File: config.mk
export PLATFORM = sky130hd
export DESIGN_NAME = mon_byte_rx
export DESIGN_NICKNAME = d
export VERILOG_FILES = /design/src/rtl/mon_rx_pkg.sv /design/src/rtl/mon_rx_match.sv /design/src/rtl/mon_rx_fsm.sv /design/src/rtl/mon_rx_out.sv /design/src/rtl/mon_byte_rx.sv
export SDC_FILE = /design/constraint.sdc
export NUM_CORES = 1
export LEC_CHECK = 0
export BUFFER_PORTS_ARGS = -buffer_cell sky130_fd_sc_hd__buf_2
export CELL_PAD_IN_SITES_DETAIL_PLACEMENT = 0
export CELL_PAD_IN_SITES_GLOBAL_PLACEMENT = 1
export CORE_MARGIN = 3
export CORE_UTILIZATION = 46
export DETAILED_ROUTE_END_ITERATION = 10
export PLACE_DENSITY_LB_ADDON = 0.1
export SETUP_SLACK_MARGIN = 0.4
export SLEW_MARGIN = 20
export SYNTH_ARGS = -nofsm -noshare
export SYNTH_HDL_FRONTEND = slang
export SYNTH_SLANG_ARGS = --single-unit
File: constraint.sdc
create_clock -name clk -period 5.1 [get_ports clk]
set_input_delay 1.275 -clock clk [delete_from_list [all_inputs] [get_ports clk]]
set_output_delay 1.275 -clock clk [all_outputs]
set_load 0.005 [all_outputs]
File: src/rtl/mon_rx_pkg.sv
package mon_rx_pkg;
    typedef enum logic [2:0] {
        ST_IDLE,
        ST_HOLD,
        ST_ACK,
        ST_GAP,
        ST_RECV
    } rx_state_t;
endpackage

File: src/rtl/mon_rx_match.sv
module mon_rx_match #(
    parameter int W = 8
) (
    input  logic         clk,
    input  logic         rst_n,
    input  logic         frame_strobe,
    input  logic         valid_n,
    input  logic [W-1:0] mon_byte,
    output logic         match
);
    logic [W-1:0] cand_q;
    logic         cand_vld_q;

    // Candidate from the previous frame: kept only while valid stays low.
    always_ff @(posedge clk or negedge rst_n) begin
        if (!rst_n) begin
            cand_q     <= '0;
            cand_vld_q <= 1'b0;
        end else if (frame_strobe) begin
            if (valid_n) begin
                cand_vld_q <= 1'b0;
            end else begin
                cand_vld_q <= 1'b1;
                cand_q     <= mon_byte;
            end
        end
    end

    always_comb begin
        match = frame_strobe && !valid_n && cand_vld_q && (mon_byte == cand_q);
    end
endmodule

File: src/rtl/mon_rx_fsm.sv
module mon_rx_fsm
    import mon_rx_pkg::*;
(
    input  logic      clk,
    input  logic      rst_n,
    input  logic      frame_strobe,
    input  logic      valid_n,
    input  logic      match,
    input  logic      rcv_en,
    output logic      store,
    output logic      eom,
    output logic      ack_n,
    output rx_state_t state
);
    rx_state_t state_q, state_d;

    always_ff @(posedge clk or negedge rst_n) begin
        if (!rst_n) state_q <= ST_IDLE;
        else        state_q <= state_d;
    end

    always_comb begin
        state_d = state_q;
        if (frame_strobe) begin
            unique case (state_q)
                ST_IDLE: if (match) state_d = ST_HOLD;
                ST_HOLD: begin
                    if (valid_n)     state_d = ST_GAP;
                    else if (rcv_en) state_d = ST_ACK;
                end
                ST_ACK:  if (valid_n) state_d = ST_GAP;
                ST_GAP: begin
                    if (valid_n)              state_d = ST_IDLE;
                    else if (match && rcv_en) state_d = ST_ACK;
                    else                      state_d = ST_RECV;
                end
                ST_RECV: begin
                    if (valid_n)              state_d = ST_GAP;
                    else if (match && rcv_en) state_d = ST_ACK;
                end
                default: state_d = ST_IDLE;
            endcase
        end
    end

    always_comb begin
        store = 1'b0;
        eom   = 1'b0;
        unique case (state_q)
            ST_IDLE:         store = match;
            ST_GAP, ST_RECV: begin
                store = match && rcv_en;
                eom   = frame_strobe && valid_n && (state_q == ST_GAP);
            end
            default: ;
        endcase
        ack_n = !((state_q == ST_ACK) && rcv_en);
        state = state_q;
    end


    no_strobe_chk: assert property (@(posedge clk) disable iff (!rst_n)
        !frame_strobe |=> $stable(state_q));
endmodule

File: src/rtl/mon_rx_out.sv
module mon_rx_out #(
    parameter int W = 8
) (
    input  logic         clk,
    input  logic         rst_n,
    input  logic         store,
    input  logic         eom,
    input  logic [W-1:0] mon_byte,
    output logic [W-1:0] rx_data,
    output logic         data_irq,
    output logic         eom_irq
);
    always_ff @(posedge clk or negedge rst_n) begin
        if (!rst_n) begin
            rx_data  <= '0;
            data_irq <= 1'b0;
            eom_irq  <= 1'b0;
        end else begin
            data_irq <= store;
            eom_irq  <= eom;
            if (store) rx_data <= mon_byte;
        end
    end
endmodule

File: src/rtl/mon_byte_rx.sv
module mon_byte_rx
    import mon_rx_pkg::*;
#(
    parameter int W = 8
) (
    input  logic         clk,
    input  logic         rst_n,
    input  logic         frame_strobe,
    input  logic         valid_n,
    input  logic [W-1:0] mon_byte,
    input  logic         rcv_en,
    output logic         ack_n,
    output logic [W-1:0] rx_data,
    output logic         data_irq,
    output logic         eom_irq
);
    logic      match, store, eom;
    rx_state_t fsm_state;

    mon_rx_match #(.W(W)) u_match (
        .clk(clk), .rst_n(rst_n), .frame_strobe(frame_strobe),
        .valid_n(valid_n), .mon_byte(mon_byte), .match(match)
    );

    mon_rx_fsm u_fsm (
        .clk(clk), .rst_n(rst_n), .frame_strobe(frame_strobe),
        .valid_n(valid_n), .match(match), .rcv_en(rcv_en),
        .store(store), .eom(eom), .ack_n(ack_n), .state(fsm_state)
    );

    mon_rx_out #(.W(W)) u_out (
        .clk(clk), .rst_n(rst_n), .store(store), .eom(eom),
        .mon_byte(mon_byte), .rx_data(rx_data),
        .data_irq(data_irq), .eom_irq(eom_irq)
    );


    data_after_strobe_chk: assert property (@(posedge clk) disable iff (!rst_n)
        data_irq |-> $past(frame_strobe && !valid_n));

    data_pulse_chk: assert property (@(posedge clk) disable iff (!rst_n)
        data_irq |=> !data_irq);

    rx_hold_chk: assert property (@(posedge clk) disable iff (!rst_n)
        !data_irq |-> $stable(rx_data));

    eom_after_idle_chk: assert property (@(posedge clk) disable iff (!rst_n)
        eom_irq |-> $past(frame_strobe && valid_n));

    later_needs_enable_chk: assert property (@(posedge clk) disable iff (!rst_n)
        (data_irq && !$past(rcv_en)) |-> $past(fsm_state == ST_IDLE));

    ack_release_chk: assert property (@(posedge clk) disable iff (!rst_n)
        ($rose(ack_n) && rcv_en && $past(rcv_en)) |-> $past(frame_strobe && valid_n));
endmodule

==> impl_metrics.csv <==
group,metric,value,unit
status,outcome,"complete, no violations",
drt,firstDrtPassIters,4,
layout,final_common_cell,"buf_2",
sta,fmax,345,MHz
layout,stdcell_count,152,
sta,rsz0062_at_grt,"no",
sta,period_share,56.9,%
synth,yosysWarningCount,0,
clock_tree,cts_made_buffers,3,
drt,vias,818,
global_routing,grtUsageTotal,13.6,%
drt,routed_via_density,5.38,
sta,final-hold-violation-count,0,
sta,tightest_slew,486,ps
global_routing,overflow,0,
drt,drt_iter0_drc,11,
sta,fin_setup_tns,0,ps
pwr,power.density,350,nW/µm²
clock_tree,ctsHoldBuffers,0,
layout,antenna_cells,0,
place,dp_hpwl,1550,µm
sta,period_minus_slack,2900,ps
clock_tree,htree_num_levels,1,
clock_tree,cts.sinks,22,
critical_path,reg2reg_slack,3230,ps
pwr,p_leak,0.668,nW
synth,syn_area,1270,µm²
drt,ant_nets,0,
clock_tree,post_cts_resized,0,
floorplan,core.rowCount,18,
clock_tree,path_clk_slew,110,ps
critical_path,path_class,"input port to output pin",
sta,setup_viol,0,
synth,synth_nets,116,
synth,ys_seq_area_share,43.5,%
sta,drv_slew,0,
layout,final_cell_mix,"23 x buf_2, 22 x dfrtp_1, 8 x xnor2_1, 8 x mux2_4, 8 x mux2_2",
global_routing,grt_pass1_vias,809,
run,maxCapViolations,0,
place,dp.cells,148,
sta,max-slew-margin-rel,67.6,%
floorplan,pin_count,24,
clock_tree,cts_setup_buffers,0,
global_routing,grt_pass1_wl,3570,µm
layout,drive_above_1_share,45.1,%
global_routing,grt_max_degree,23,
floorplan,dieArea,3420,µm²
critical_path,cp_max_fo,8,
clock_tree,worst_skew_pair.late_latency,300,ps
sta,worst_hold_slack,519,ps
pwr,ir_drop,218,µV
critical_path,worst-endpoint-required,3830,ps
clock_tree,cts_buffer_depth,2,
layout,multiInputGateArea,632,µm²
pwr,total_power,0.482,mW
sta,fin_skew,5.30,ps
drt,routed_wl,2060,µm
synth,avgSynthCellArea,12.3,µm²
place,place_congestion,0.878,
layout,utilization,54.2,%
drt,drc,0,
critical_path,end_kind,"output pin",
floorplan,start_util,49.8,%
synth,synth.distinct_cells,40,
layout,n_fill_cell,221,
layout,areaGrowthSynthToFinish,8.89,%
drt,wl_per_cell,13.6,µm
floorplan,die_w,58.5,µm
floorplan,die_h,58.5,µm
clock_tree,root_buffer,"clkbuf_4",
synth,ys_ff_latch,22,
global_routing,antenna_found_initial,0,
critical_path,worstPathArrival,1630,ps
worst_hold_path,hold_class,"register to register",
layout,regArea,551,µm²
clock_tree,cts_tree,"yes",
synth,syn-instance-count,103,
floorplan,core,2540,µm²
layout,num-nets-final,136,
critical_path,start_kind,"input port",
place,io_buffer_count,23,
[per-layer routing]
layer,global-route usage (%),part of all wire (%),up-vias
met5,0,0,-
met4,1.99,0,0
met3,4.39,5.8,0
met2,22.2,47,20
met1,18.0,48,396
li1,-,-,402
[cells by family (layout without fill, tap and decap cells)]
kind of cell              after synthesis  in the layout  synth area share [%]
and+or+nand+nor                        25             25                  14.2
DFF                                    22             22                  43.5
buffers and inverters                  10             29                  6.62
AOI/OAI and AO/OA                      20             20                  12.1
muxes                                  17             17                  17.4
xor gates and xnor gates                9              9                  6.23
[per-stage QoR]
stage	instance area (µm²)	setup slack, ps
2_1_floorplan	1270	2500
3_3_place_gp	1340	2220
3_5_place_dp	1340	2210
4_1_cts	1380	2210
5_1_grt	1380	2160
6_report	1380	2200
[synthesized netlist by cell type, drive strengths merged]
| cell | number | area share, % |
|---|---|---|
| dfrtp | 22 | 43 |
| o22ai | 1 | 0.49 |
| nor3b | 1 | 0.59 |
| or3 | 1 | 0.89 |
| o2bb2a | 1 | 1.6 |
| a21oi | 6 | 2.7 |
| and3 | 1 | 0.59 |
| nor3 | 3 | 2.1 |
| nand2 | 4 | 1.2 |
| a211o | 1 | 0.69 |
| o221a | 1 | 0.89 |
| o21ai | 5 | 2.3 |
| mux2i | 1 | 0.79 |
| nand2b | 2 | 1.6 |
| nand4 | 1 | 0.49 |
| o21a | 1 | 0.59 |
| nand3 | 2 | 1.8 |
| buf | 7 | 5.7 |
| nand3b | 1 | 0.59 |
| o22a | 1 | 0.69 |
| o221ai | 1 | 0.69 |
| clkbuf | 1 | 0.30 |
| or2 | 1 | 0.49 |
| xor2 | 1 | 0.69 |
| inv | 2 | 0.59 |
| o211a | 1 | 0.79 |
| nor2 | 6 | 2.4 |
| xnor2 | 8 | 5.5 |
| mux2 | 16 | 17 |
| nor2b | 2 | 1.6 |
| a21o | 1 | 0.69 |
[cell type report]
type	count	area share, %
timing repair buffer	23	8.35
sequential	22	39.9
inverter	2	0.544
multi-input combinational	71	45.8
clock buffer	4	2.63
tap	30	2.72
[registers in the layout (all words and copies together), names as in the netlist]
register and count:
u_out.data_irq 1, u_match.cand_vld_q 1, u_out.rx_data 8, u_out.eom_irq 1
u_match.cand_q 8, u_fsm.state 3
[critical path, cell delays in order]
cell	delay [ps]
buf_2	160
nand2_1	60
buf_2	120
[worst paths after layout]
path                                                 to                    startpoint  depth (start not counted)
min reg2reg                u_out.rx_data[6]$_DFFE_PN0P_  u_out.rx_data[6]$_DFFE_PN0P_                          1
max reg2reg                u_out.rx_data[5]$_DFFE_PN0P_    u_fsm.state[1]$_DFFE_PN0P_                          5
min in group asynchronous       u_out.eom_irq$_DFF_PN0_                         rst_n                          1
max in group asynchronous  u_out.rx_data[5]$_DFFE_PN0P_                         rst_n                          1
max                                               ack_n                        rcv_en                          3
min                        u_out.rx_data[6]$_DFFE_PN0P_  u_out.rx_data[6]$_DFFE_PN0P_                          1
[where the power goes]
part	total [mW]	switching (mW)	internal, mW
Clock	0.0927	0.0492	0.0435
Combinational	0.155	0.0697	0.0851
Sequential	0.235	0.0386	0.196
Total	0.482	0.158	0.325
Note: power is estimated with default switching activity, not from simulation.
